### src/rtl/rom_bridge_pkg.sv
package rom_bridge_pkg;

   typedef enum logic [1:0] {
      ST_IDLE,
      ST_ADDR,
      ST_DATA,
      ST_DONE
   } rom_st_e;

   localparam logic [2:0] SIZE_NONE = 3'd7;

   typedef enum logic [1:0] {
      PH_SETUP,
      PH_STROBE,
      PH_HOLD
   } addr_ph_e;

endpackage

### src/rtl/rom_strap_decode.sv
module rom_strap_decode #(
   parameter int BUS_W       = 8,
   parameter int ADDR_W      = 20,
   parameter int MASK_W      = 32,
   parameter int MIN_LOG2    = 14,
   parameter int STRAP_DELAY = 4,
   parameter int NB_W        = 2
) (
   input  logic              clk,
   input  logic              rst_n,
   input  logic [BUS_W-1:0]  bus_in,
   output logic              cfg_done,
   output logic              present,
   output logic              slow,
   output logic [NB_W-1:0]   nbytes,
   output logic [ADDR_W-1:0] addr_mask,
   output logic [MASK_W-1:0] base_mask
);
   import rom_bridge_pkg::*;

   localparam int CNT_W = $clog2(STRAP_DELAY + 1);
   localparam logic [CNT_W-1:0] LAST_CNT = CNT_W'(STRAP_DELAY - 1);

   logic [CNT_W-1:0] cnt_q;
   logic [2:0]       code_q;
   logic             slow_q;
   logic             done_q;
   logic [31:0]      log2_v;

   always_ff @(posedge clk or negedge rst_n) begin
      if (!rst_n) begin
         cnt_q  <= '0;
         code_q <= SIZE_NONE;
         slow_q <= 1'b1;
         done_q <= 1'b0;
      end else if (!done_q) begin
         if (cnt_q == LAST_CNT) begin
            code_q <= bus_in[2:0];
            slow_q <= bus_in[3];
            done_q <= 1'b1;
         end else begin
            cnt_q <= cnt_q + 1'b1;
         end
      end
   end

   assign cfg_done = done_q;
   assign slow     = slow_q;
   assign present  = (code_q != SIZE_NONE);
   assign log2_v   = 32'(MIN_LOG2) + 32'(code_q);
   assign nbytes   = NB_W'((log2_v + 32'(BUS_W) - 1) / 32'(BUS_W));

   for (genvar i = 0; i < ADDR_W; i++) begin : g_amask
      assign addr_mask[i] = present && (32'(i) < log2_v);
   end

   for (genvar i = 0; i < MASK_W; i++) begin : g_bmask
      assign base_mask[i] = present && (32'(i) >= log2_v);
   end

endmodule

### src/rtl/rom_addr_mux.sv
module rom_addr_mux #(
   parameter int ADDR_W = 20,
   parameter int BUS_W  = 8,
   parameter int NLATCH = 3,
   parameter int IDX_W  = 2
) (
   input  logic [ADDR_W-1:0] addr,
   input  logic [IDX_W-1:0]  sel,
   output logic [BUS_W-1:0]  byte_o
);
   localparam int PAD_W = NLATCH * BUS_W;

   logic [PAD_W-1:0] padded;
   logic [BUS_W-1:0] slices [NLATCH];

   assign padded = PAD_W'(addr);

   for (genvar i = 0; i < NLATCH; i++) begin : g_slice
      assign slices[i] = padded[i*BUS_W +: BUS_W];
   end

   always_comb begin
      byte_o = '0;
      for (int i = 0; i < NLATCH; i++) begin
         if (sel == IDX_W'(i)) byte_o = slices[i];
      end
   end

endmodule

### src/rtl/rom_cycle_fsm.sv
module rom_cycle_fsm #(
   parameter int ADDR_W    = 20,
   parameter int BUS_W     = 8,
   parameter int NLATCH    = 3,
   parameter int IDX_W     = 2,
   parameter int NB_W      = 2,
   parameter int FAST_WAIT = 3,
   parameter int SLOW_WAIT = 7
) (
   input  logic              clk,
   input  logic              rst_n,
   input  logic              cfg_done,
   input  logic              present,
   input  logic              slow,
   input  logic [NB_W-1:0]   nbytes,
   input  logic              req,
   input  logic [ADDR_W-1:0] addr_m,
   input  logic [BUS_W-1:0]  bus_in,
   output logic [ADDR_W-1:0] addr_q,
   output logic [IDX_W-1:0]  byte_idx,
   output logic              drive,
   output logic [NLATCH-1:0] stb,
   output logic              ce_n,
   output logic              oe_n,
   output logic              done,
   output logic [BUS_W-1:0]  rdata
);
   import rom_bridge_pkg::*;

   localparam int WC_W = $clog2(SLOW_WAIT + 1);

   rom_st_e          st_q;
   addr_ph_e         ph_q;
   logic [IDX_W-1:0] idx_q;
   logic [WC_W-1:0]  wcnt_q;
   logic [WC_W-1:0]  wlim;
   logic [BUS_W-1:0] rdata_q;
   logic             last_byte;

   assign wlim      = slow ? WC_W'(SLOW_WAIT - 1) : WC_W'(FAST_WAIT - 1);
   assign last_byte = (32'(idx_q) + 1 == 32'(nbytes));

   always_ff @(posedge clk or negedge rst_n) begin
      if (!rst_n) begin
         st_q    <= ST_IDLE;
         ph_q    <= PH_SETUP;
         idx_q   <= '0;
         wcnt_q  <= '0;
         addr_q  <= '0;
         rdata_q <= '0;
      end else begin
         unique case (st_q)
            ST_IDLE: begin
               if (req && cfg_done) begin
                  if (present) begin
                     st_q   <= ST_ADDR;
                     ph_q   <= PH_SETUP;
                     idx_q  <= '0;
                     addr_q <= addr_m;
                  end else begin
                     st_q    <= ST_DONE;
                     rdata_q <= '1;
                  end
               end
            end
            ST_ADDR: begin
               unique case (ph_q)
                  PH_SETUP:  ph_q <= PH_STROBE;
                  PH_STROBE: ph_q <= PH_HOLD;
                  default: begin
                     ph_q <= PH_SETUP;
                     if (last_byte) begin
                        st_q   <= ST_DATA;
                        wcnt_q <= '0;
                     end else begin
                        idx_q <= idx_q + 1'b1;
                     end
                  end
               endcase
            end
            ST_DATA: begin
               if (wcnt_q == wlim) begin
                  rdata_q <= bus_in;
                  st_q    <= ST_DONE;
               end else begin
                  wcnt_q <= wcnt_q + 1'b1;
               end
            end
            default: st_q <= ST_IDLE;
         endcase
      end
   end

   for (genvar i = 0; i < NLATCH; i++) begin : g_stb
      assign stb[i] = (st_q == ST_ADDR) && (ph_q == PH_STROBE) && (idx_q == IDX_W'(i));
   end

   assign byte_idx = idx_q;
   assign drive    = (st_q == ST_ADDR);
   assign ce_n     = (st_q != ST_DATA);
   assign oe_n     = (st_q != ST_DATA);
   assign done     = (st_q == ST_DONE);
   assign rdata    = rdata_q;

endmodule

### src/rtl/exp_rom_bridge.sv
module exp_rom_bridge #(
   parameter int ADDR_W      = 20,
   parameter int BUS_W       = 8,
   parameter int MASK_W      = 32,
   parameter int MIN_LOG2    = 14,
   parameter int STRAP_DELAY = 4,
   parameter int FAST_WAIT   = 3,
   parameter int SLOW_WAIT   = 7,
   parameter int NLATCH      = (ADDR_W + BUS_W - 1) / BUS_W
) (
   input  logic              clk,
   input  logic              rst_n,
   input  logic              req,
   input  logic [ADDR_W-1:0] addr,
   output logic [BUS_W-1:0]  rdata,
   output logic              done,
   input  logic [BUS_W-1:0]  bus_in,
   output logic [BUS_W-1:0]  bus_out,
   output logic              bus_oe,
   output logic [NLATCH-1:0] latch_stb,
   output logic              ce_n,
   output logic              oe_n,
   output logic [MASK_W-1:0] base_mask
);
   localparam int IDX_W = (NLATCH > 1) ? $clog2(NLATCH) : 1;
   localparam int NB_W  = $clog2(NLATCH + 1);

   if (MIN_LOG2 + 6 > ADDR_W) begin : g_chk_addr
      $error("ADDR_W too small for the largest strap size");
   end
   if (ADDR_W > MASK_W) begin : g_chk_mask
      $error("MASK_W must cover ADDR_W");
   end
   if (BUS_W < 4) begin : g_chk_bus
      $error("BUS_W must hold the four strap bits");
   end
   if (FAST_WAIT < 1 || SLOW_WAIT < FAST_WAIT) begin : g_chk_wait
      $error("wait counts must satisfy 1 <= FAST_WAIT <= SLOW_WAIT");
   end
   if (STRAP_DELAY < 1) begin : g_chk_dly
      $error("STRAP_DELAY must be at least one cycle");
   end
   if (NLATCH * BUS_W < ADDR_W) begin : g_chk_lat
      $error("NLATCH latches cannot hold ADDR_W bits");
   end

   logic              cfg_done;
   logic              present;
   logic              slow;
   logic [NB_W-1:0]   nbytes;
   logic [ADDR_W-1:0] addr_mask;
   logic [ADDR_W-1:0] addr_q;
   logic [IDX_W-1:0]  byte_idx;
   logic [BUS_W-1:0]  cur_byte;
   logic              drive;

   rom_strap_decode #(
      .BUS_W(BUS_W), .ADDR_W(ADDR_W), .MASK_W(MASK_W),
      .MIN_LOG2(MIN_LOG2), .STRAP_DELAY(STRAP_DELAY), .NB_W(NB_W)
   ) i_strap (
      .clk(clk), .rst_n(rst_n), .bus_in(bus_in),
      .cfg_done(cfg_done), .present(present), .slow(slow),
      .nbytes(nbytes), .addr_mask(addr_mask), .base_mask(base_mask)
   );

   rom_cycle_fsm #(
      .ADDR_W(ADDR_W), .BUS_W(BUS_W), .NLATCH(NLATCH), .IDX_W(IDX_W),
      .NB_W(NB_W), .FAST_WAIT(FAST_WAIT), .SLOW_WAIT(SLOW_WAIT)
   ) i_fsm (
      .clk(clk), .rst_n(rst_n), .cfg_done(cfg_done), .present(present),
      .slow(slow), .nbytes(nbytes), .req(req), .addr_m(addr & addr_mask),
      .bus_in(bus_in), .addr_q(addr_q), .byte_idx(byte_idx), .drive(drive),
      .stb(latch_stb), .ce_n(ce_n), .oe_n(oe_n), .done(done), .rdata(rdata)
   );

   rom_addr_mux #(
      .ADDR_W(ADDR_W), .BUS_W(BUS_W), .NLATCH(NLATCH), .IDX_W(IDX_W)
   ) i_mux (
      .addr(addr_q), .sel(byte_idx), .byte_o(cur_byte)
   );

   assign bus_oe  = drive;
   assign bus_out = drive ? cur_byte : '0;

endmodule

### config.mk
export PLATFORM = sky130hd
export DESIGN_NAME = exp_rom_bridge
export DESIGN_NICKNAME = d
export VERILOG_FILES = /design/src/rtl/rom_bridge_pkg.sv /design/src/rtl/rom_strap_decode.sv /design/src/rtl/rom_addr_mux.sv /design/src/rtl/rom_cycle_fsm.sv /design/src/rtl/exp_rom_bridge.sv
export SDC_FILE = /design/constraint.sdc
export NUM_CORES = 1
export LEC_CHECK = 0
export ABC_AREA = 1
export CORE_UTILIZATION = 35
export CTS_BUF_LIST = sky130_fd_sc_hd__clkbuf_4 sky130_fd_sc_hd__clkbuf_8 sky130_fd_sc_hd__clkbuf_16
export DETAILED_ROUTE_END_ITERATION = 8
export PLACE_DENSITY_LB_ADDON = 0.15
export SLEW_MARGIN = 20
export SYNTH_ARGS = -nofsm -noshare
export SYNTH_HDL_FRONTEND = slang
export SYNTH_SLANG_ARGS = --single-unit
### constraint.sdc
create_clock -name clk -period 2.21 [get_ports clk]
set_input_delay 0.442 -clock clk [delete_from_list [all_inputs] [get_ports clk]]
set_output_delay 0.442 -clock clk [all_outputs]
set_load 0.05 [all_outputs]
# Word-level counts from Yosys, hierarchy flattened
# Cells that the tools add are included.
[totals] input_bits=31 elab_cells=191 register_bits=45
[op_classes] mux=28 n_addsub=7 order_cmp=52 bitwise=3 n_reduce_logical=72 eq_ne=19
[op_table] operator="$ge 5x32->1 const A" n=16
[op_table] operator="$ge 4x32->1 const A" n=8
[op_table] operator="$lt 4x32->1 const A" n=8
[op_table] operator="$ge 3x32->1 const A" n=4
[op_table] operator="$lt 3x32->1 const A" n=4
[op_table] operator="$lt 5x32->1 const A" n=4
[op_table] operator="$ge 1x32->1 const A" n=2
[op_table] operator="$ge 2x32->1 const A" n=2
[op_table] operator="$lt 1x32->1 const A" n=2
[op_table] operator="$lt 2x32->1 const A" n=2
[op_table] operator="$logic_and 1x1->1" n=57
[op_table] operator="$mux 8" n=7
[op_table] operator="$eq 32x2->1" n=1
[op_table] operator="$and 20x20->20" n=1
[op_table] operator="$mux 2" n=9
[op_table] operator="$pmux 8 s2" n=1
[op_table] operator="$mux 3" n=4
[op_table] operator="$ne 2x2->1 const B" n=6
[op_table] operator="$pmux 2 s2" n=3
[op_table] operator="$reduce_and 4->1" n=3
[op_table] operator="$add 3x1->3 const B" n=2
[op_table] operator="$eq 2x1->1 const B" n=3
[op_table] operator="$eq 2x2->1 const B" n=3
[op_table] operator="$logic_not 2->1" n=3
[op_table] operator="18 further kinds" n=26

# Logic depth before layout (Yosys ltp)
[logic_depth] ltp_word=7 mapped_depth=12

# Modules after synthesis
# From an unflattened synthesis, not the netlist that was laid out.
[unflattened] hier_cells=455 area_unflattened_um2=3149.3
[modules_own_cells] mod="rom_cycle_fsm" area_each_um2=1866.8 instances=1 cells_each=229
[modules_own_cells] mod="rom_strap_decode" area_each_um2=918.4 instances=1 cells_each=137
[modules_own_cells] mod="exp_rom_bridge" area_each_um2=215.2 instances=1 cells_each=57
[modules_own_cells] mod="rom_addr_mux" area_each_um2=148.9 instances=1 cells_each=32

# Worst setup path before layout
# No wires, ideal clock.
[synth_path] path_type="register to output" start="reg i_strap.code_q[1]" end="out base_mask[14]" n_path_buf=2 slack_ps=-1227 path_stages_with_launch=7 arrival_time_ps=2995 required_time_ps=1768 path_cell_list="dfstp_2 -> buf_4 -> inv_1 -> ha_1 -> inv_2 -> buf_6 -> nor4_1"
[synth_between] elab_chain_cells=3 word_cells_on_any_way=4 cone_classes="add/sub: 1; order compare: 1; eq/ne: 1; reduce/logical: 1"
[synth_lines] item="start: declaration" line_no="rom_strap_decode.sv:25" source="logic [2:0] code_q;"
[synth_lines] item="start signal: assignment" line_no="rom_strap_decode.sv:38" source="code_q <= bus_in[2:0];"
[synth_lines] item="$add 4x3->5" line_no="rom_strap_decode.sv:50" source="assign log2_v = 32'(MIN_LOG2) + 32'(code_q);"
[synth_lines] item="$ge 4x32->1" line_no="rom_strap_decode.sv:58" source="assign base_mask[i] = present && (32'(i) >= log2_v);"
[synth_lines] item="$logic_and 1x1->1 (*)" line_no="rom_strap_decode.sv:58"
[synth_lines] item="end: declaration" line_no="exp_rom_bridge.sv:23" source="output logic [MASK_W-1:0] base_mask"
# Every way passes the cells marked *; elsewhere a longest branch is shown, timed or not.

# Worst setup path in the final report
[layout_path] start="reg i_strap.code_q[1]" end="out base_mask[21]"
[layout_between] elab_chain_cells=3 word_cells_on_any_way=4 cone_classes="add/sub: 1; order compare: 1; eq/ne: 1; reduce/logical: 1"
[layout_lines] item="$add 4x3->5" line_no="rom_strap_decode.sv:50"
[layout_lines] item="$ge 5x32->1" line_no="rom_strap_decode.sv:58"
[layout_lines] item="$logic_and 1x1->1 (*)" line_no="rom_strap_decode.sv:58"
# Marks and branches as above.

==> summary by stage <==
Global route
The global route total overflow is 0. The global-route wire length before repair is 12.59 mm. The via count of the first global-routing pass came to 2626. The initial antenna violation count was 0.

The largest net degree at the start of global routing is 19. Across every metal layer, demand over resource in global routing totals 0.1903.

Timing
For the pin with the worst max-slew slack, the measured transition is 0.5141 ns. Summed over all failing endpoints, the final setup total negative slack is 0 ns. The timing-limited maximum frequency is 0.4526 GHz. Setup violations remaining at the end of the flow were counted as 0. The clock arrives with 0.006705 ns of skew. The hold violation count in the final report is 0. Once routing completed, OpenROAD measured the worst setup slack at 0.0007133 ns. The number of pins with negative max-slew slack in the final report is 0. The post-route minimum period is 2.209 ns. Measured against its own limit, the worst slew margin works out to 0.6562. Of the available clock period, the critical path in the final layout requires 0.9997. Setup repair after global routing could not meet its margin everywhere.

Worst setup path
The arrival time reported for the critical path endpoint is 1.77 ns. Walking the worst path, the cells encountered are buf_8 -> buf_4 -> buf_4 -> nand3_1 -> dlygate4sd2_1. The type of destination of the critical path is a primary output. The most numerous cell type found on the critical path is buf_4.

The critical path buffer and inverter count is 4. The required time at the worst-slack endpoint is 1.77 ns. The count of cell instances traversed by the critical path is 5. The maximum fanout encountered on the critical timing path is 9. The largest single stage delay on the critical path is 0.58 ns. Measured in cells, the most critical reg-to-reg path has a length of 13.

The category of cells accounting for the largest share of critical-path delay is buffers and inverters. The worst setup path is launched from a flip-flop. The worst-path cell with the longest stage delay is dfstp_2. The worst setup path category is flip-flop to primary output.

Yosys
The number of flops mapped to enable cells by yosys is 0. The synthesized area per cell is 8.003 um2. The share of synthesized area occupied by flip-flops and latches is 0.4120. The synthesis warning total is 0. The post-synthesis cell type with the largest combined area is dfrtp_1. The number of synthesized register bits is 45. Of all flip-flops after synthesis, the portion carrying an async set or reset was 1.000. The share of the synthesized area in the top cell type is 0.3737. Sorting the synthesized cells by area gives the leading types as dfrtp_1, nand2_1, ha_1.

The netlist uses 31 different library cells. Counting every instance in the synthesized netlist gives 343. After synthesis the cells add up to 2745 um2. The most used flip-flop cell after synthesis is dfrtp_1.

Place
Prior to clock tree synthesis, the placed netlist has a worst setup slack of 0.1509 ns. The final weighted congestion in routability-driven placement is 0.8318. Buffers placed on the I/O ports in this run total 83. The wire-length estimate of the detail-placed layout is 5.550 mm.

Pwr
The peak ir drop on the vdd network is 0.0009174 V. In this run the power density over the cells is 1146 nW/um2. The leakage power is 0.002093 uW.

Clock tree
The count of hold buffers inserted by post-cts repair is 0. The largest buffer count on any clock path is 2. TritonCTS built the clock tree. The clock drives 45 sinks. The clock network latency to the later pin of the worst-skew pair is 0.30 ns.

Clock-pin slew was measured on the worst setup and hold paths at 0.09 ns. The cell at the root of the clock tree is clkbuf_8. The H-tree generated during clock tree synthesis spans 2 levels.

TritonCTS created 5 clock buffers.

Cells and area
Leaving out fill and tap cells, the most frequent cell in the layout is nand2_1. The library cells used most frequently in the layout, excluding fill and tap cells, are nand2_1, buf_4, dfrtp_1. The fraction of final layout cells sized beyond drive strength 1 is 0.4022. The number of antenna diodes in the final layout is 0. From synthesis to final layout, the design area changed by 70.69%. The post-layout net count is 508.

Floorplanning
The standard-cell row count is 31. 86 I/O pins were placed. The initial standard-cell utilization of the core is 0.3705. The die height is 90.56 um. In this run the horizontal extent of the chip is 90.56 um.

The die covers 8201 um2. The total area inside the core boundary comes to 7408 um2.

Drt
The final route contains 2637 vias. In the final routed layout, each cell accounts on average for 13.94 um. In the routed layout, each cell is associated on average with a via count of 4.717. The number of routed nets with antenna violations is 0.

The length of the first detailed-routing pass in iterations is 4. Wires add up to 7.791 mm. After the first detailed-routing iteration, the DRC count stood at 53. The remaining routing DRC violations is 0.

Worst hold path
The min-delay analysis places its worst path in the category input pin to asynchronous set/reset pin.

Outcome
The flow ran to the end, and the final reports show no timing, DRC or antenna violations.

Run
Across the run, the number of max-cap violations was 0.
worst reg2reg max path, stage by stage, from the launching register on:
cell and delay (ns):
dfstp_2 0.58, inv_4 0.06, ha_4 0.29, inv_2 0.04
o21ai_2 0.11, inv_2 0.06, buf_4 0.13, buf_4 0.12
buf_4 0.12, buf_4 0.12, buf_4 0.12, buf_4 0.13
nand3_1 0.05, nand2_1 0.06
kinds of logic (layout without fill, tap and decap cells):
kind of cell | after synthesis | in the layout | synth area share
other | 1 | 2 | 0.001366
AO/OA/AOI/OAI | 52 | 52 | 0.1212
buffers and inverters | 61 | 177 | 0.1098
XOR/XNOR | 2 | 2 | 0.006382
AND/OR/NAND/NOR | 164 | 164 | 0.2671
adder cells (fa/ha/maj) | 18 | 18 | 0.08204
flip-flops | 45 | 45 | 0.4120
per-stage QoR:
stage          utilization  total power, uW  hold slack, ns  cell area [um2]  cells
2_1_floorplan            -             3374          0.1464             2944    344
3_3_place_gp        0.5521             4284          0.3881             4090    521
3_5_place_dp        0.5521             4334          0.3906             4090    521
4_1_cts             0.5950             5158         0.05839             4408    545
5_1_grt             0.6325             5737         0.08127             4686    559
6_report            0.6325             5370         0.06302             4686    559
registers in the layout, summed over array words and instances (netlist names):
signal            flops
i_strap.cfg_done      1
i_fsm.byte_idx        2
i_fsm.ph_q            2
i_strap.cnt_q         3
i_fsm.rdata           8
i_fsm.wcnt_q          3
i_strap.slow          1
i_fsm.st_q            2
i_strap.code_q        3
i_fsm.addr_q         20
synth_stat cells, types with 3 or more instances:
cell type,n
o21ai_0,18
a21oi_1,15
nand3_1,13
nand4_1,10
inv_2,3
inv_1,38
ha_1,18
nand2_2,3
a22oi_1,4
o21ai_2,9
buf_6,3
nand3_2,4
buf_2,4
nand2_1,87
nor2_1,40
buf_4,12
dfrtp_1,41
dfstp_2,4
path summary, 6_finish.rpt:
check                                        from           endpoint  slack, ns
worst max-delay path            i_strap.code_q[1]      base_mask[21]     0.0007
worst min-delay path                        rst_n   i_fsm.addr_q[11]       0.06
worst max register to register  i_strap.code_q[1]   i_fsm.addr_q[16]       0.11
worst min register to register   i_strap.cnt_q[0]   i_strap.cnt_q[0]       0.49
max in group asynchronous                   rst_n  i_strap.code_q[0]       1.52
min in group clk                 i_strap.cnt_q[0]   i_strap.cnt_q[0]       0.49
final cells by class:
type,count,area [um2]
sequential,45,1131
tap,99,123.9
fill,614,2723
multi-input combinational,238,1685
inverter,41,186.4
clock buffer,6,82.58
timing repair buffer,128,1439
clock inverter,2,37.54
what timing repair did:
item	4_1_cts	5_1_grt
resized for setup	31	41
pin swaps	11	12
setup endpoints to repair	26	28
setup buffers	16	14
report_power, final:
part / switching, uW / internal [uW]
sequential: 208 / 1140
clock: 290 / 368
combinational: 2030 / 1330
total: 2530 / 2840
routing by layer:
metal | vias to the layer above | global-route usage | part of all wire
met5 | - | 0 | 0
met1 | 1236 | 0.2256 | 0.42
met2 | 67 | 0.3447 | 0.52
met3 | 12 | 0.03451 | 0.035
li1 | 1322 | - | -
met4 | 0 | 0.06048 | 0.022
(Power assumes the default switching activity.)
